==> src/rtl/mbx_pkg.sv <==
package mbx_pkg;
  typedef enum logic [1:0] {ST_IDLE, ST_REQ, ST_WAIT} mbx_state_e;

  typedef enum logic [7:0] {
    ERR_OK         = 8'd0,
    ERR_BAD_CMD    = 8'd1,
    ERR_BAD_ARG    = 8'd2,
    ERR_TIMEOUT    = 8'd3,
    ERR_LOCKED     = 8'd4,
    ERR_BAD_RAIL   = 8'd5,
    ERR_RAIL_FAULT = 8'd6
  } mbx_err_e;

  localparam int ADDR_LO = 0;
  localparam int ADDR_HI = 1;
  localparam int ADDR_IF = 2;
  localparam int RUN_BIT = 31;
endpackage

==> src/rtl/mbx_data.sv <==
module mbx_data #(
  parameter int NW = 2,
  parameter int AW = 2,
  localparam int DW = 32 * NW
) (
  input  logic          clk,
  input  logic          rst,
  input  logic          wr_en,
  input  logic [AW-1:0] wr_addr,
  input  logic [31:0]   wr_data,
  input  logic          load,
  input  logic [DW-1:0] load_data,
  output logic [DW-1:0] words
);
  for (genvar k = 0; k < NW; k++) begin : g_word
    logic [31:0] word_q;
    always_ff @(posedge clk) begin
      if (rst)
        word_q <= '0;
      else if (load)
        word_q <= load_data[32*k +: 32];
      else if (wr_en && wr_addr == AW'(k))
        word_q <= wr_data;
    end
    assign words[32*k +: 32] = word_q;
  end
endmodule

==> src/rtl/mbx_ctrl.sv <==
module mbx_ctrl
  import mbx_pkg::*;
(
  input  logic        clk,
  input  logic        rst,
  input  logic        if_wr,
  input  logic        if_run,
  input  logic [23:0] if_fields,
  output logic        rq_valid,
  input  logic        rq_ready,
  output logic [7:0]  rq_cmd,
  output logic [7:0]  rq_arg1,
  output logic [7:0]  rq_arg2,
  input  logic        rs_done,
  input  logic [7:0]  rs_err,
  output logic        busy,
  output logic [7:0]  err,
  output logic        load,
  output logic        irq
);
  mbx_state_e state_q;

  always_ff @(posedge clk) begin
    if (rst) begin
      state_q <= ST_IDLE;
      busy    <= 1'b0;
      err     <= ERR_OK;
      irq     <= 1'b0;
      rq_cmd  <= '0;
      rq_arg1 <= '0;
      rq_arg2 <= '0;
    end else begin
      irq <= 1'b0;
      unique case (state_q)
        ST_IDLE: if (if_wr && if_run) begin
          rq_cmd  <= if_fields[7:0];
          rq_arg1 <= if_fields[15:8];
          rq_arg2 <= if_fields[23:16];
          err     <= ERR_OK;
          busy    <= 1'b1;
          state_q <= ST_REQ;
        end
        ST_REQ: if (rq_ready) state_q <= ST_WAIT;
        ST_WAIT: if (rs_done) begin
          err     <= rs_err;
          busy    <= 1'b0;
          irq     <= 1'b1;
          state_q <= ST_IDLE;
        end
        default: state_q <= ST_IDLE;
      endcase
    end
  end

  assign rq_valid = (state_q == ST_REQ);
  assign load     = (state_q == ST_WAIT) && rs_done;
endmodule

==> src/rtl/cmd_mailbox.sv <==
module cmd_mailbox
  import mbx_pkg::*;
#(
  parameter bit WIDE = 1'b1,
  parameter int AW   = 2,
  localparam int NW  = WIDE ? 2 : 1,
  localparam int DW  = 32 * NW
) (
  input  logic          clk,
  input  logic          rst,
  input  logic          hb_wen,
  input  logic          hb_ren,
  input  logic [AW-1:0] hb_addr,
  input  logic [31:0]   hb_wdata,
  output logic [31:0]   hb_rdata,
  output logic          rq_valid,
  input  logic          rq_ready,
  output logic [7:0]    rq_cmd,
  output logic [7:0]    rq_arg1,
  output logic [7:0]    rq_arg2,
  output logic [DW-1:0] rq_data,
  input  logic          rs_done,
  input  logic [DW-1:0] rs_data,
  input  logic [7:0]    rs_err,
  output logic          irq
);
  logic        busy;
  logic        load;
  logic [7:0]  err;
  logic        if_wr;
  logic        dat_wr;
  logic [31:0] rd_next;

  assign if_wr  = hb_wen && (hb_addr == AW'(ADDR_IF)) && !busy;
  assign dat_wr = hb_wen && !busy;

  mbx_ctrl u_ctrl (
    .clk(clk), .rst(rst),
    .if_wr(if_wr), .if_run(hb_wdata[RUN_BIT]), .if_fields(hb_wdata[23:0]),
    .rq_valid(rq_valid), .rq_ready(rq_ready),
    .rq_cmd(rq_cmd), .rq_arg1(rq_arg1), .rq_arg2(rq_arg2),
    .rs_done(rs_done), .rs_err(rs_err),
    .busy(busy), .err(err), .load(load), .irq(irq)
  );

  mbx_data #(.NW(NW), .AW(AW)) u_data (
    .clk(clk), .rst(rst),
    .wr_en(dat_wr), .wr_addr(hb_addr), .wr_data(hb_wdata),
    .load(load), .load_data(rs_data), .words(rq_data)
  );

  always_comb begin
    rd_next = '0;
    if (hb_addr == AW'(ADDR_IF))
      rd_next = {busy, 23'd0, err};
    for (int k = 0; k < NW; k++)
      if (hb_addr == AW'(k)) rd_next = rq_data[32*k +: 32];
  end

  always_ff @(posedge clk) begin
    if (rst)         hb_rdata <= '0;
    else if (hb_ren) hb_rdata <= rd_next;
  end
endmodule

==> config.mk <==
export PLATFORM = sky130hd
export DESIGN_NAME = cmd_mailbox
export DESIGN_NICKNAME = d
export VERILOG_FILES = /design/src/rtl/mbx_pkg.sv /design/src/rtl/mbx_data.sv /design/src/rtl/mbx_ctrl.sv /design/src/rtl/cmd_mailbox.sv
export SDC_FILE = /design/constraint.sdc
export NUM_CORES = 1
export LEC_CHECK = 0
export BUFFER_PORTS_ARGS = -buffer_cell sky130_fd_sc_hd__buf_2
export CAP_MARGIN = 40
export CORE_MARGIN = 8
export CORE_UTILIZATION = 49
export DETAILED_ROUTE_END_ITERATION = 6
export PLACE_DENSITY = 0.81
export SLEW_MARGIN = 25
export SYNTH_ARGS = -nofsm -noshare
export SYNTH_HDL_FRONTEND = slang
export SYNTH_SLANG_ARGS = --single-unit
==> constraint.sdc <==
create_clock -name clk -period 1.8 [get_ports clk]
set_clock_uncertainty 0.2 [all_clocks]
set_input_delay 0.09 -clock clk [delete_from_list [all_inputs] [get_ports clk]]
set_output_delay 0.09 -clock clk [all_outputs]
set_load 0.01 [all_outputs]
# Yosys cells after proc, flatten, opt, wreduce, memory -nomap -nowiden
# Cells that the tools add are included.
# word_totals
ff_bits	132
latch_bits	0
ram_bits	0
rom_bits	0
output_inout_bits	122
wordCells	53
memories	0
# classes
add_sub_neg	0
n_mul	0
div	0
n_lt_le_gt_ge	0
eq_ne	7
n_shift	0
n_mux	18
bitwise	1
n_reduce_logical	17
# ops
op	n
32-bit two-way mux	7
8-bit two-way mux	2
8-bit one-hot mux with 2 select lines	1
1-bit logical AND	7
2-bit two-way mux	3
2-bit one-hot mux with 3 select lines	1
3-bit AND reduction	2
2-bit nonzero test	3
2-bit by 1-bit equality test with 1-bit output, second input constant	2
2-bit equality test, second input constant	2
2-bit logical NOT	2
2-bit by 1-bit != test with 1-bit output, second input constant	2
1-bit two-way mux	3
2-bit != test, second input constant	1
1-bit one-hot mux with 2 select lines	1
2-bit AND reduction	1
2-bit OR reduction	1
1-bit logical NOT	1
1-bit inverter	1

# Depth between registers and ports, before layout
# Gate-level depths: netlist of run 1.
# depth
depth_word	6
ltp_mapped	6
depth_no_buf	3

# By module
# Synthesis of run 1 repeated with hierarchy kept, for this count alone.
# unflattened
cells_unflattened	668
area_unflattened_um2	6354.8
# modules_own_cells
module	instances	cells_per_inst	area_per_inst_um2	seq_area_each_um2
mbx_data	1	330	3324.4	1281.2
cmd_mailbox	1	188	1704.1	640.6
mbx_ctrl	1	150	1326.3	720.7

# Least setup slack after synthesis of run 1
# OpenSTA, ideal clock, no wires.
# synth_path
kind	reg-to-reg
start	register u_ctrl.busy
end	register u_data.g_word[0].word_q[22]
setup_ps	142
arrival_time_ps	1301
t_required_ps	1458
setup_slack_ps	157
stages_incl_launch_ff	6
cell_sequence	dfxtp_1 -> or4b_1 -> clkbuf_1 -> buf_2 -> nand2_1 -> a311oi_1
# synth_via
elab_chain_cells	4
# synth_rtl
element	line	rtl
from (decl)	mbx_ctrl.sv:16	output logic busy,
from (signal assigned)	mbx_ctrl.sv:26	busy <= 1'b0;
from (signal assigned)	mbx_ctrl.sv:40	busy <= 1'b1;
from (signal assigned)	mbx_ctrl.sv:46	busy <= 1'b0;
1-bit logical NOT	cmd_mailbox.sv:35	assign dat_wr = hb_wen && !busy;
1-bit logical AND	cmd_mailbox.sv:35	
1-bit logical AND	mbx_data.sv:22	else if (wr_en && wr_addr == AW'(k))
2-bit nonzero test (no line)	--	
to (signal assigned)	mbx_data.sv:21	word_q <= load_data[32*k +: 32];
to (signal assigned)	mbx_data.sv:23	word_q <= wr_data;
to (decl)	mbx_data.sv:16	logic [31:0] word_q;
# No other way between the ends.
# A chain may end at the register's enable or synchronous reset.

# Worst setup path after layout of run 1
# layout_path
start	register u_ctrl.busy
end	register u_data.g_word[1].word_q[2]
# layout_via
elab_chain_cells	4
# layout_rtl
element	line
1-bit logical NOT	cmd_mailbox.sv:35
1-bit logical AND	cmd_mailbox.sv:35
1-bit logical AND	mbx_data.sv:22
2-bit nonzero test (no line)	--
to (signal assigned)	mbx_data.sv:21
to (signal assigned)	mbx_data.sv:23
to (decl)	mbx_data.sv:16
# No other way between the ends.

==> flow_summary.html, run 1 <==
<table>
<tr><th>Metric</th><th>Value</th></tr>
<tr><th colspan="2">Global routing</th></tr>
<tr><td>Maximum number of pins on one net before global-route repair</td><td>87</td></tr>
<tr><td>Via count of the first global-routing pass</td><td>6,997</td></tr>
<tr><td>Tot GR Track Use</td><td>29.42%</td></tr>
<tr><td>Overflow left after global routing</td><td>0</td></tr>
<tr><td>Antenna violations before repair</td><td>4</td></tr>
<tr><td>Wire length of the first global-routing pass</td><td>37.09 mm</td></tr>
<tr><th colspan="2">Routing</th></tr>
<tr><td>Remaining antenna violation count after routing</td><td>0</td></tr>
<tr><td>Per-cell via count in the routed design</td><td>just under 6</td></tr>
<tr><td>Count of vias placed by the detailed router</td><td>roughly 7,000</td></tr>
<tr><td>Aggregate routed wire length</td><td>24.44 mm</td></tr>
<tr><td>Initial DRC Count</td><td>818</td></tr>
<tr><td>Post-DR wirelength/cell</td><td>20.30 µm</td></tr>
<tr><td>First-pass detailed-route iteration total</td><td>5</td></tr>
<tr><td>Number of remaining DRC errors</td><td>0</td></tr>
<tr><th colspan="2">Logic synthesis</th></tr>
<tr><td>Share of the yosys chip area belonging to registers</td><td>45.22%</td></tr>
<tr><td>Number of cells produced by synthesis</td><td>710</td></tr>
<tr><td>Flop and latch count out of synthesis</td><td>132</td></tr>
<tr><td>Post-synthesis cell type count</td><td>28</td></tr>
<tr><td>Net Count, Synth</td><td>822</td></tr>
<tr><td>Synth warnings</td><td>0</td></tr>
<tr><td>Mapped cell area</td><td>between 5000 and 6000 µm²</td></tr>
<tr><td>Synthesized area per cell</td><td>~8 µm²</td></tr>
<tr><th colspan="2">Timing</th></tr>
<tr><td>Final critical path time including I/O delays and setup</td><td>between 1.5 and 2 ns</td></tr>
<tr><td>Final setup violation count</td><td>0</td></tr>
<tr><td>Final Hold Slack</td><td>approximately 0.099 ns</td></tr>
<tr><td>Max-slew headroom at the worst pin</td><td>74.43%</td></tr>
<tr><td>Final-layout setup total negative slack</td><td>0 ns</td></tr>
<tr><td>Final max-slew violation count</td><td>0</td></tr>
<tr><td>Transition time at the pin with the least slew margin</td><td>0.3836 ns</td></tr>
<tr><td>Setup repair after global routing missed its margin</td><td>yes</td></tr>
<tr><td>Number of endpoints with negative hold slack in the final report</td><td>0</td></tr>
<tr><td>Fmax</td><td>570.5 MHz</td></tr>
<tr><td>Share of the clock period used by the worst path after layout</td><td>97.39%</td></tr>
<tr><th colspan="2">Final layout</th></tr>
<tr><td>Fill cell instance count of the final layout</td><td>809</td></tr>
<tr><td>Most common cell after layout, fill and taps aside</td><td>sky130_fd_sc_hd__buf_2</td></tr>
<tr><td>Design Area, Final</td><td>9091 µm²</td></tr>
<tr><td>Growth of design area from synthesis to finish</td><td>55.59%</td></tr>
<tr><td>Net total in the final layout</td><td>1,151</td></tr>
<tr><td>Most used cells in the layout excluding fill and tap cells</td><td>sky130_fd_sc_hd__buf_2 (232), sky130_fd_sc_hd__nand2_1 (138), sky130_fd_sc_hd__dfxtp_1 (131), sky130_fd_sc_hd__dlygate4sd3_1 (111), sky130_fd_sc_hd__nor2_1 (99)</td></tr>
<tr><td>Share of layout cells above drive strength 1</td><td>31.94%</td></tr>
<tr><th colspan="2">Power</th></tr>
<tr><td>P_leak</td><td>3.981 nW</td></tr>
<tr><td>Cell Pwr Density</td><td>831.0 nW/µm²</td></tr>
<tr><td>Total Power</td><td>7.555 mW</td></tr>
<tr><td>Worst voltage drop across the vdd grid</td><td>roughly 0.57 mV</td></tr>
<tr><th colspan="2">Floorplan</th></tr>
<tr><td>Full die area</td><td>15,680 µm²</td></tr>
<tr><td>Placeable Area</td><td>roughly 12,000 µm²</td></tr>
<tr><td>Overall die height</td><td>125.2 µm</td></tr>
<tr><td>Horizontal die dimension</td><td>around 130 µm</td></tr>
<tr><td>Standard-cell row count</td><td>40</td></tr>
<tr><td>Initial core utilization</td><td>49.47%</td></tr>
<tr><td>Number of ports placed on the die boundary</td><td>approximately 230</td></tr>
<tr><th colspan="2">Setup path</th></tr>
<tr><td>Largest stage delay on the critical path</td><td>0.34 ns</td></tr>
<tr><td>Cell at the slowest stage of the critical path</td><td>sky130_fd_sc_hd__nor4bb_4</td></tr>
<tr><td>Cell family contributing the most delay on the critical path</td><td>simple AND/OR/NAND/NOR gates</td></tr>
<tr><td>Worst EP required</td><td>approximately 1.9 ns</td></tr>
<tr><td>Worst path cell trace</td><td>buf_4 &gt; nor4bb_4 &gt; buf_6 &gt; nand2_1 &gt; a311oi_2</td></tr>
<tr><td>Type of origin of the critical path</td><td>flop</td></tr>
<tr><td>Maximum fanout along the worst path</td><td>16</td></tr>
<tr><td>Worst Setup Path Type</td><td>reg -&gt; reg</td></tr>
<tr><td>Endpoint class of the critical path</td><td>flop</td></tr>
<tr><td>Buf+Inv Stages, Crit Path</td><td>2</td></tr>
<tr><td>Data arrival time of the critical path</td><td>approximately 1.9 ns</td></tr>
<tr><th colspan="2">Placed design</th></tr>
<tr><td>RD Place Congestion</td><td>0.8663</td></tr>
<tr><td>I/O Buffers</td><td>~230</td></tr>
<tr><td>Estimated wirelength of the detail-placed design</td><td>~14 mm</td></tr>
<tr><td>Placed standard-cell area</td><td>7272 µm²</td></tr>
<tr><th colspan="2">Clock tree</th></tr>
<tr><td>Number of sinks driven by the clock tree</td><td>132</td></tr>
<tr><td>Clock root cell</td><td>sky130_fd_sc_hd__clkbuf_16</td></tr>
<tr><td>CTS clk-pin slew, worst paths</td><td>0.06 ns</td></tr>
<tr><td>Clock tree from TritonCTS</td><td>yes</td></tr>
<tr><td>TritonCTS Buffers</td><td>17</td></tr>
<tr><td>Clock latency reported for the late side of the worst-skew pair</td><td>0.42 ns</td></tr>
<tr><td>Clock H-tree levels</td><td>4</td></tr>
<tr><td>Clk buf depth</td><td>2</td></tr>
<tr><th colspan="2">Run status</th></tr>
<tr><td>Outcome</td><td>completed</td></tr>
<tr><th colspan="2">Run</th></tr>
<tr><td>Number of maximum-capacitance constraint violations</td><td>0</td></tr>
<tr><th colspan="2">Worst hold path</th></tr>
<tr><td>Hold/Removal Path Class</td><td>in -&gt; reg</td></tr>
</table>
sequential cells by signal, indices dropped and copies added (netlist names):
signal                cells
u_ctrl.err                8
u_ctrl.rq_arg1            8
u_ctrl.irq                1
u_ctrl.rq_arg2            8
u_ctrl.rq_cmd             8
u_ctrl.state_q            2
u_data.g_word.word_q     64
hb_rdata                 32
u_ctrl.busy               1
metal layers:
layer / share of wire [%] / vias up / GRT usage (%)
met1: 37 / 3290 / 33.92
li1: - / 3139 / -
met5: 0 / - / 0
met2: 48 / 485 / 47.49
met3: 9.8 / 114 / 8.372
met4: 5.3 / 0 / 18.34
layout make-up:
cell class	count	area, µm²	share of cell area [%]
Tap cell	147	183.9	2.023
Clock buffer	23	498.0	5.478
Multi-Input combinational cell	511	3010	33.11
Antenna cell	5	12.51	0.1376
Timing Repair Buffer	377	2643	29.07
Sequential cell	132	2644	29.08
Clock inverter	9	100.1	1.101
Yosys cell counts:
cell type,count,share of area (%)
sky130_fd_sc_hd__a21oi_1,48,4.1
sky130_fd_sc_hd__a221oi_1,1,0.15
sky130_fd_sc_hd__a22oi_1,1,0.13
sky130_fd_sc_hd__a311oi_1,64,9.6
sky130_fd_sc_hd__buf_1,3,0.19
sky130_fd_sc_hd__buf_2,20,1.7
sky130_fd_sc_hd__buf_4,1,0.13
sky130_fd_sc_hd__clkbuf_1,43,2.8
sky130_fd_sc_hd__dfxtp_1,132,45
sky130_fd_sc_hd__mux2_2,23,4.4
sky130_fd_sc_hd__mux2i_1,17,2.9
sky130_fd_sc_hd__nand2_1,138,8.9
sky130_fd_sc_hd__nand2b_1,9,0.96
sky130_fd_sc_hd__nand3_1,24,2.1
sky130_fd_sc_hd__nand3b_1,10,1.3
sky130_fd_sc_hd__nand4bb_1,2,0.39
sky130_fd_sc_hd__nor2_1,99,6.4
sky130_fd_sc_hd__nor2b_1,25,2.7
sky130_fd_sc_hd__nor3_1,9,0.77
sky130_fd_sc_hd__nor3b_1,1,0.13
sky130_fd_sc_hd__nor3b_2,1,0.21
sky130_fd_sc_hd__nor4b_4,1,0.41
sky130_fd_sc_hd__nor4bb_1,2,0.34
sky130_fd_sc_hd__o211a_1,9,1.5
sky130_fd_sc_hd__o21ai_0,24,2.1
sky130_fd_sc_hd__o21ai_4,1,0.28
sky130_fd_sc_hd__or3b_1,1,0.15
sky130_fd_sc_hd__or4b_1,1,0.17
worst paths after layout:
path                            start                                       end  slack [ns]  depth (start not counted)
min reg2reg  hb_rdata[6]$_SDFFE_PP0P_                  hb_rdata[6]$_SDFFE_PP0P_        0.27                          2
max reg2reg  u_ctrl.busy$_SDFFE_PP0P_   u_data.g_word[1].word_q[2]$_SDFFE_PP0P_        0.05                          5
max          u_ctrl.busy$_SDFFE_PP0P_   u_data.g_word[1].word_q[2]$_SDFFE_PP0P_        0.05                          5
min                        hb_addr[0]  u_data.g_word[0].word_q[15]$_SDFFE_PP0P_         0.1                          5
tightest hold or removal path, stage by stage:
cell and delay [ns]:
sky130_fd_sc_hd__buf_2 0.18, sky130_fd_sc_hd__nor4b_4 0.08, sky130_fd_sc_hd__buf_6 0.16, sky130_fd_sc_hd__nand2_1 0.08, sky130_fd_sc_hd__a311oi_1 0.07
per-stage QoR:
step,utilization [%],std cells,setup WS [ns]
global route,76.95,1203,-0.02109
finish,76.97,1204,0.04707
global placement,61.57,1053,0.1556
floorplan,-,710,0.1573
detailed placement,61.57,1053,0.1008
CTS,76.04,1196,0.001795
what timing repair did:
action | 4_1_cts | 5_1_grt
hold endpoints to repair | 102 | 0
gates resized for setup | 0 | 18
hold buffers | 111 | 0
endpoints found under the setup margin | 0 | 16
buffers inserted | 0 | 2
power by group:
part | internal, mW | switching [mW] | leakage, nW
clock | 2.21 | 1.29 | 0.295
combinational | 0.484 | 0.505 | 2.62
sequential | 3.01 | 0.0597 | 1.07
kinds of logic (layout without fill, tap and decap cells):
logic type / Yosys count / count (layout) / share of synthesized area (%)
simple gates: 323 / 323 / 24.78
compound gates: 148 / 148 / 17.86
flops: 132 / 132 / 45.22
buf+inv: 67 / 409 / 4.797
mux: 40 / 40 / 7.345
other cells: 0 / 5 / 0
No activity file was read; power rests on OpenSTA's default activity.
==> inputs of run 2 (changes only) <==
Settings changed: CORE_ASPECT_RATIO from default to 1.1.
==> flow_summary.html, run 2 (synthesis results as in run 1) <==
<table>
<tr><th>Metric</th><th>Value</th></tr>
<tr><th colspan="2">Run status</th></tr>
<tr><td>Outcome</td><td>complete, but fails checks</td></tr>
<tr><td>Failing checks</td><td>setup timing</td></tr>
<tr><th colspan="2">Final layout</th></tr>
<tr><td>Net total in the final layout</td><td>1,159</td></tr>
<tr><td>Register name with the most flops</td><td>u_data.g_word.word_q</td></tr>
<tr><td>Largest registers</td><td>u_data.g_word.word_q: 64 flops, hb_rdata: 32 flops</td></tr>
<tr><td>Most used cells in the layout excluding fill and tap cells</td><td>sky130_fd_sc_hd__buf_2 (232), sky130_fd_sc_hd__nand2_1 (129), sky130_fd_sc_hd__dfxtp_1 (129), sky130_fd_sc_hd__dlygate4sd3_1 (110), sky130_fd_sc_hd__nor2_1 (99)</td></tr>
<tr><td>Number of flip-flops in the largest register</td><td>64</td></tr>
<tr><td>Design Area, Final</td><td>9355 µm²</td></tr>
<tr><td>Share of layout cells above drive strength 1</td><td>34.25%</td></tr>
<tr><td>Most common cell after layout, fill and taps aside</td><td>sky130_fd_sc_hd__buf_2</td></tr>
<tr><td>Share of the core filled with cells</td><td>79.12%</td></tr>
<tr><td>Growth of design area from synthesis to finish</td><td>60.11%</td></tr>
<tr><th colspan="2">Setup path</th></tr>
<tr><td>Cell family contributing the most delay on the critical path</td><td>buffers and inverters</td></tr>
<tr><td>Worst EP required</td><td>1.93 ns</td></tr>
<tr><td>Register-to-Register Setup Slack</td><td>-0.02 ns</td></tr>
<tr><td>Crit path capture</td><td>u_data.g_word[1].word_q[8]$_SDFFE_PP0P_</td></tr>
<tr><td>Capture point of the worst reg-to-reg path</td><td>u_data.g_word[1].word_q[8]$_SDFFE_PP0P_</td></tr>
<tr><td>Type of origin of the critical path</td><td>flop</td></tr>
<tr><td>Data arrival time of the critical path</td><td>1.94 ns</td></tr>
<tr><td>Cell at the slowest stage of the critical path</td><td>sky130_fd_sc_hd__nor4bb_4</td></tr>
<tr><td>Worst Setup Path Type</td><td>reg -&gt; reg</td></tr>
<tr><td>Maximum fanout along the worst path</td><td>7</td></tr>
<tr><td>Endpoint class of the critical path</td><td>flop</td></tr>
<tr><td>Worst r2r path cells</td><td>6</td></tr>
<tr><td>Worst path cell trace</td><td>buf_6 &gt; nor4bb_4 &gt; buf_6 &gt; buf_12 &gt; nand2_2 &gt; a311oi_1</td></tr>
<tr><td>Buf+Inv Stages, Crit Path</td><td>3</td></tr>
<tr><td>CP Depth</td><td>6</td></tr>
<tr><td>Most repeated library cell on the critical path</td><td>sky130_fd_sc_hd__buf_6</td></tr>
<tr><td>Largest stage delay on the critical path</td><td>0.38 ns</td></tr>
<tr><td>Critical path launch point</td><td>u_ctrl.busy$_SDFFE_PP0P_</td></tr>
<tr><td>Launch point of the worst reg-to-reg path</td><td>u_ctrl.busy$_SDFFE_PP0P_</td></tr>
<tr><th colspan="2">Routing</th></tr>
<tr><td>Count of vias placed by the detailed router</td><td>7,310</td></tr>
<tr><td>Met3 layer wire length in the routed design</td><td>2.615 mm</td></tr>
<tr><td>Aggregate routed wire length</td><td>26.91 mm</td></tr>
<tr><td>Post-DR wirelength/cell</td><td>22.13 µm</td></tr>
<tr><td>Number of remaining DRC errors</td><td>0</td></tr>
<tr><td>Total routed wire length on the met1 layer</td><td>9.485 mm</td></tr>
<tr><td>Top layer used by detailed routing</td><td>met4</td></tr>
<tr><td>Initial DRC Count</td><td>just under 900</td></tr>
<tr><td>First-pass detailed-route iteration total</td><td>6</td></tr>
<tr><td>Routed length on met2</td><td>12.97 mm</td></tr>
<tr><td>Per-cell via count in the routed design</td><td>6.012</td></tr>
<tr><td>Remaining antenna violation count after routing</td><td>0</td></tr>
<tr><th colspan="2">Placed design</th></tr>
<tr><td>Placed standard-cell area</td><td>7293 µm²</td></tr>
<tr><td>Setup Slack @ Placement</td><td>0.05352 ns</td></tr>
<tr><td>I/O Buffers</td><td>233</td></tr>
<tr><td>RD Place Congestion</td><td>roughly 0.9</td></tr>
<tr><td>Estimated wirelength of the detail-placed design</td><td>about 14 mm</td></tr>
<tr><th colspan="2">Floorplan</th></tr>
<tr><td>Horizontal die dimension</td><td>120.1 µm</td></tr>
<tr><td>Number of ports placed on the die boundary</td><td>234</td></tr>
<tr><td>Initial core utilization</td><td>49.42%</td></tr>
<tr><td>Overall die height</td><td>130.5 µm</td></tr>
<tr><td>Standard-cell row count</td><td>42</td></tr>
<tr><td>Placeable Area</td><td>11,820 µm²</td></tr>
<tr><td>Full die area</td><td>15,680 µm²</td></tr>
<tr><th colspan="2">Timing</th></tr>
<tr><td>Final max-slew violation count</td><td>0</td></tr>
<tr><td>Final critical path time including I/O delays and setup</td><td>around 1.8 ns</td></tr>
<tr><td>Final setup violation count</td><td>7</td></tr>
<tr><td>Setup repair after global routing missed its margin</td><td>yes</td></tr>
<tr><td>Fmax</td><td>between 500 and 600 MHz</td></tr>
<tr><td>Min setup slack post-route</td><td>-0.01642 ns</td></tr>
<tr><td>Number of endpoints with negative hold slack in the final report</td><td>0</td></tr>
<tr><td>Max-slew headroom at the worst pin</td><td>57.26%</td></tr>
<tr><td>Transition time at the pin with the least slew margin</td><td>0.6382 ns</td></tr>
<tr><td>Final-layout setup total negative slack</td><td>-0.04983 ns</td></tr>
<tr><td>Share of the clock period used by the worst path after layout</td><td>100.9%</td></tr>
<tr><th colspan="2">Clock tree</th></tr>
<tr><td>Clock root cell</td><td>sky130_fd_sc_hd__clkbuf_16</td></tr>
<tr><td>TritonCTS Buffers</td><td>17</td></tr>
<tr><td>Clock H-tree levels</td><td>4</td></tr>
<tr><td>Clock tree from TritonCTS</td><td>yes</td></tr>
<tr><td>Clock latency reported for the late side of the worst-skew pair</td><td>0.42 ns</td></tr>
<tr><td>Clk buf depth</td><td>2</td></tr>
<tr><td>CTS clk-pin slew, worst paths</td><td>roughly 0.060 ns</td></tr>
<tr><td>Number of sinks driven by the clock tree</td><td>132</td></tr>
<tr><th colspan="2">Power</th></tr>
<tr><td>P_leak</td><td>4.117 nW</td></tr>
<tr><td>Cell Pwr Density</td><td>848.2 nW/µm²</td></tr>
<tr><td>Total Power</td><td>7.935 mW</td></tr>
<tr><td>Worst voltage drop across the vdd grid</td><td>0.7190 mV</td></tr>
<tr><th colspan="2">Global routing</th></tr>
<tr><td>Maximum number of pins on one net before global-route repair</td><td>88</td></tr>
<tr><td>Wire length of the first global-routing pass</td><td>37.76 mm</td></tr>
<tr><td>Overflow left after global routing</td><td>0</td></tr>
<tr><td>Via count of the first global-routing pass</td><td>approximately 6,900</td></tr>
<tr><td>Tot GR Track Use</td><td>30.65%</td></tr>
<tr><td>Antenna violations before repair</td><td>2</td></tr>
<tr><th colspan="2">Run</th></tr>
<tr><td>Number of maximum-capacitance constraint violations</td><td>0</td></tr>
<tr><th colspan="2">Worst hold path</th></tr>
<tr><td>Hold/Removal Path Class</td><td>in -&gt; reg</td></tr>
</table>
[run 2: cell count changes in the layout (fill, tap and decap cells not counted), sizes merged]
cell and delta:
bufinv +2, clkinv -1, clkinvlp -1, diode -3, dlygate4sd3 -1, buf +9
[run 2: layout make-up]
type / count / area, µm²
clock buffers: 23 / 498.0
repair buffers: 385 / 2758
fillers: 716 / 2469
multi-input cells: 511 / 3105
clock inverters: 9 / 147.6
diodes: 2 / 5.005
well taps: 154 / 192.7
flip-flops and latches: 132 / 2649
[run 2: timing repair]
action / in CTS / in global routing
resized for setup: 0 / 43
hold buffers: 110 / 0
setup endpoints to repair: 0 / 50
buffers inserted: 0 / 10
hold endpoints to repair: 103 / 0
[run 2: tightest hold or removal path: stages]
cell,delay (ns)
sky130_fd_sc_hd__buf_2,0.15
sky130_fd_sc_hd__nor2b_2,0.15
sky130_fd_sc_hd__a21oi_1,0.15
sky130_fd_sc_hd__nor2_1,0.04
[run 2: report_power, final]
group          internal [mW]  total (mW)  switching (mW)
sequential              3.01        3.07          0.0625
clock                   2.50        3.82            1.33
combinational          0.506        1.04           0.539
[run 2: worst min path at each step]
| stage | start | to | slack [ns] | cells after the start |
|---|---|---|---|---|
| after floorplan | rs_err[2] | u_ctrl.err[2]$_SDFFE_PP0P_ | 0.03 | 2 |
| after global placement | rs_err[4] | u_ctrl.err[4]$_SDFFE_PP0P_ | 0.15 | 3 |
| after detailed placement | rs_err[5] | u_ctrl.err[5]$_SDFFE_PP0P_ | 0.14 | 3 |
| after CTS | hb_addr[1] | hb_rdata[8]$_SDFFE_PP0P_ | 0.005 | 4 |
| after global routing | hb_addr[1] | hb_rdata[14]$_SDFFE_PP0P_ | 0.05 | 4 |
| final | hb_addr[1] | hb_rdata[14]$_SDFFE_PP0P_ | 0.02 | 4 |
[run 2: per-stage QoR]
step	hold WS, ns	instances
detailed placement	0.1425	1059
floorplan	0.03214	710
global route	0.05123	1216
CTS	0.004998	1201
global placement	0.1458	1058
finish	0.02119	1216
[run 2: routing by layer]
layer / track usage (%) / vias to the layer above
met2: 50.56 / 588
met4: 21.10 / 0
li1: - / 3153
met5: 0 / -
met3: 8.810 / 160
met1: 33.96 / 3409
==> inputs of run 3 (changes only) <==
Settings changed: CORE_UTILIZATION 49 to 50, CTS_BUF_LIST from default to sky130_fd_sc_hd__clkbuf_2 sky130_fd_sc_hd__clkbuf_4 sky130_fd_sc_hd__clkbuf_8, PLACE_DENSITY 0.81 to 0.82.
==> flow_summary.html, run 3 (synthesis results as in run 1) <==
<table>
<tr><th>Metric</th><th>Value</th></tr>
<tr><th colspan="2">Run status</th></tr>
<tr><td>Outcome</td><td>complete, but fails checks</td></tr>
<tr><td>Failing checks</td><td>setup timing</td></tr>
<tr><th colspan="2">Global routing</th></tr>
<tr><td>Via count of the first global-routing pass</td><td>7,161</td></tr>
<tr><td>Tot GR Track Use</td><td>30.62%</td></tr>
<tr><td>Maximum number of pins on one net before global-route repair</td><td>74</td></tr>
<tr><td>Grt met1 use</td><td>34.20%</td></tr>
<tr><td>Met2 layer usage reported by global route</td><td>a little under 50%</td></tr>
<tr><td>Wire length of the first global-routing pass</td><td>37.62 mm</td></tr>
<tr><td>Antenna violations before repair</td><td>2</td></tr>
<tr><td>Overflow left after global routing</td><td>0</td></tr>
<tr><td>Busiest metal layer after global routing</td><td>met2</td></tr>
<tr><td>Global-route met3 utilization</td><td>8.656%</td></tr>
<tr><th colspan="2">Timing</th></tr>
<tr><td>Final max-slew violation count</td><td>0</td></tr>
<tr><td>Number of endpoints with negative hold slack in the final report</td><td>0</td></tr>
<tr><td>Max-slew headroom at the worst pin</td><td>73.83%</td></tr>
<tr><td>Final critical path time including I/O delays and setup</td><td>1.863 ns</td></tr>
<tr><td>Share of the clock period used by the worst path after layout</td><td>103.5%</td></tr>
<tr><td>Final setup violation count</td><td>3</td></tr>
<tr><td>Min setup slack post-route</td><td>-0.06318 ns</td></tr>
<tr><td>Transition time at the pin with the least slew margin</td><td>0.3899 ns</td></tr>
<tr><td>Setup repair after global routing missed its margin</td><td>yes</td></tr>
<tr><td>Fmax</td><td>536.7 MHz</td></tr>
<tr><th colspan="2">Run</th></tr>
<tr><td>Number of maximum-capacitance constraint violations</td><td>0</td></tr>
<tr><th colspan="2">Final layout</th></tr>
<tr><td>Net total in the final layout</td><td>1,159</td></tr>
<tr><td>Share of layout cells above drive strength 1</td><td>32.58%</td></tr>
<tr><td>Register name with the most flops</td><td>u_data.g_word.word_q</td></tr>
<tr><td>Most common cell after layout, fill and taps aside</td><td>sky130_fd_sc_hd__buf_2</td></tr>
<tr><td>Share of the core filled with cells</td><td>78.75%</td></tr>
<tr><td>Number of flip-flops in the largest register</td><td>64</td></tr>
<tr><td>Largest registers</td><td>u_data.g_word.word_q: 64 flops, hb_rdata: 32 flops</td></tr>
<tr><td>Growth of design area from synthesis to finish</td><td>54.18%</td></tr>
<tr><td>Most used cells in the layout excluding fill and tap cells</td><td>sky130_fd_sc_hd__buf_2 (232), sky130_fd_sc_hd__nand2_1 (138), sky130_fd_sc_hd__dfxtp_1 (132), sky130_fd_sc_hd__dlygate4sd3_1 (110), sky130_fd_sc_hd__nor2_1 (99)</td></tr>
<tr><th colspan="2">Power</th></tr>
<tr><td>P_leak</td><td>3.945 nW</td></tr>
<tr><td>Worst voltage drop across the vdd grid</td><td>0.6309 mV</td></tr>
<tr><td>Cell Pwr Density</td><td>751.5 nW/µm²</td></tr>
<tr><th colspan="2">Placed design</th></tr>
<tr><td>I/O Buffers</td><td>233</td></tr>
<tr><td>Setup Slack @ Placement</td><td>0.1023 ns</td></tr>
<tr><td>Estimated wirelength of the detail-placed design</td><td>about 14 mm</td></tr>
<tr><td>RD Place Congestion</td><td>0.8958</td></tr>
<tr><th colspan="2">Routing</th></tr>
<tr><td>Aggregate routed wire length</td><td>24.64 mm</td></tr>
<tr><td>Per-cell via count in the routed design</td><td>a little under 6</td></tr>
<tr><td>Post-DR wirelength/cell</td><td>20.33 µm</td></tr>
<tr><td>Number of remaining DRC errors</td><td>0</td></tr>
<tr><td>Count of vias placed by the detailed router</td><td>7,069</td></tr>
<tr><td>Initial DRC Count</td><td>715</td></tr>
<tr><td>Remaining antenna violation count after routing</td><td>0</td></tr>
<tr><td>First-pass detailed-route iteration total</td><td>5</td></tr>
<tr><th colspan="2">Setup path</th></tr>
<tr><td>Worst Setup Path Type</td><td>reg -&gt; reg</td></tr>
<tr><td>Type of origin of the critical path</td><td>flop</td></tr>
<tr><td>Data arrival time of the critical path</td><td>1.97 ns</td></tr>
<tr><td>Maximum fanout along the worst path</td><td>12</td></tr>
<tr><td>Worst EP required</td><td>between 1.5 and 2 ns</td></tr>
<tr><td>Endpoint class of the critical path</td><td>flop</td></tr>
<tr><th colspan="2">Floorplan</th></tr>
<tr><td>Placeable Area</td><td>~11,000 µm²</td></tr>
<tr><td>Initial core utilization</td><td>51.08%</td></tr>
<tr><td>Standard-cell row count</td><td>41</td></tr>
<tr><td>Overall die height</td><td>129.4 µm</td></tr>
<tr><td>Number of ports placed on the die boundary</td><td>234</td></tr>
<tr><td>Horizontal die dimension</td><td>119.1 µm</td></tr>
<tr><td>Full die area</td><td>15,410 µm²</td></tr>
<tr><th colspan="2">Clock tree</th></tr>
<tr><td>Clk buf depth</td><td>2</td></tr>
<tr><td>Number of sinks driven by the clock tree</td><td>132</td></tr>
<tr><td>Clock root cell</td><td>sky130_fd_sc_hd__clkbuf_8</td></tr>
<tr><td>Clock H-tree levels</td><td>4</td></tr>
<tr><td>CTS clk-pin slew, worst paths</td><td>about 0.080 ns</td></tr>
<tr><td>Clock tree from TritonCTS</td><td>yes</td></tr>
<tr><td>Clock latency reported for the late side of the worst-skew pair</td><td>0.44 ns</td></tr>
<tr><td>TritonCTS Buffers</td><td>17</td></tr>
<tr><th colspan="2">Worst hold path</th></tr>
<tr><td>Hold/Removal Path Class</td><td>in -&gt; reg</td></tr>
</table>
[run 3: cell count changes in the layout (fill, tap and decap cells not counted), moves of 3 or more]
cell,previous run,this run
sky130_fd_sc_hd__o21ai_0,24,17
sky130_fd_sc_hd__a311oi_1,51,59
sky130_fd_sc_hd__clkinvlp_4,1,4
sky130_fd_sc_hd__o21ai_1,0,7
sky130_fd_sc_hd__a311oi_2,12,4
sky130_fd_sc_hd__dfxtp_1,129,132
sky130_fd_sc_hd__nand2_2,5,0
sky130_fd_sc_hd__nand2_1,129,138
sky130_fd_sc_hd__nand2_4,4,0
sky130_fd_sc_hd__clkbuf_16,18,0
sky130_fd_sc_hd__clkbuf_8,5,20
sky130_fd_sc_hd__clkinv_2,4,1
[run 3: final cells by class]
type,count,area [µm²]
clock inverters,11,151.4
clock buffers,20,275.3
fillers,722,2431
well taps,150,187.7
diodes,3,7.507
flip-flops and latches,132,2643
repair buffers,385,2724
multi-input cells,511,3020
[run 3: where the power goes]
group / total, mW / internal [mW] / switching, mW
logic: 1.01 / 0.500 / 0.512
registers: 3.06 / 3.00 / 0.0587
clock network: 2.70 / 1.48 / 1.22
total: 6.77 / 4.98 / 1.79
[run 3: worst max-delay path, cell delays in order (launching register included)]
cell                       delay (ns)
sky130_fd_sc_hd__dfxtp_1         0.34
sky130_fd_sc_hd__buf_4           0.17
sky130_fd_sc_hd__nor4b_4         0.24
sky130_fd_sc_hd__buf_4           0.16
sky130_fd_sc_hd__buf_6           0.15
sky130_fd_sc_hd__nand2_1         0.06
sky130_fd_sc_hd__a311oi_1        0.40
[run 3: path summary, 6_finish.rpt]
check,startpoint,slack (ns),cells past startpoint,to
min reg2reg,hb_rdata[1]$_SDFFE_PP0P_,0.27,2,hb_rdata[1]$_SDFFE_PP0P_
min,hb_addr[0],0.16,4,u_ctrl.err[6]$_SDFFE_PP0P_
max,u_ctrl.busy$_SDFFE_PP0P_,-0.06,6,u_data.g_word[0].word_q[2]$_SDFFE_PP0P_
max reg2reg,u_ctrl.busy$_SDFFE_PP0P_,-0.06,6,u_data.g_word[0].word_q[2]$_SDFFE_PP0P_
[run 3: per-layer routing]
metal  routed length (µm)  up-vias
met4                 1683        0
met5                    0        -
met3                 2394      148
li1                     -     3162
met1                 8923     3233
met2                11640      526
[run 3: stage by stage]
stage / power (mW) / TNS (ns) / hold WS (ns) / cells / area, µm²
final: 6.770 / -0.09902 / 0.1577 / 1212 / 9009
after global routing: 6.969 / -0.4558 / 0.1514 / 1211 / 9006
after CTS: 6.693 / 0 / 0.04692 / 1201 / 8865
after detailed placement: 3.872 / 0 / 0.1470 / 1059 / 7323
after global placement: 3.863 / 0 / 0.1406 / 1059 / 7323
after floorplan: 3.479 / 0 / 0.03214 / 710 / 5843
[run 3: what timing repair did]
item	CTS	global route
endpoints found under the setup margin	1	71
buffers inserted	0	6
hold buffers	111	0
pin swaps	0	3
endpoints found under the hold margin	123	0
resized for setup	1	27
cloned	0	3
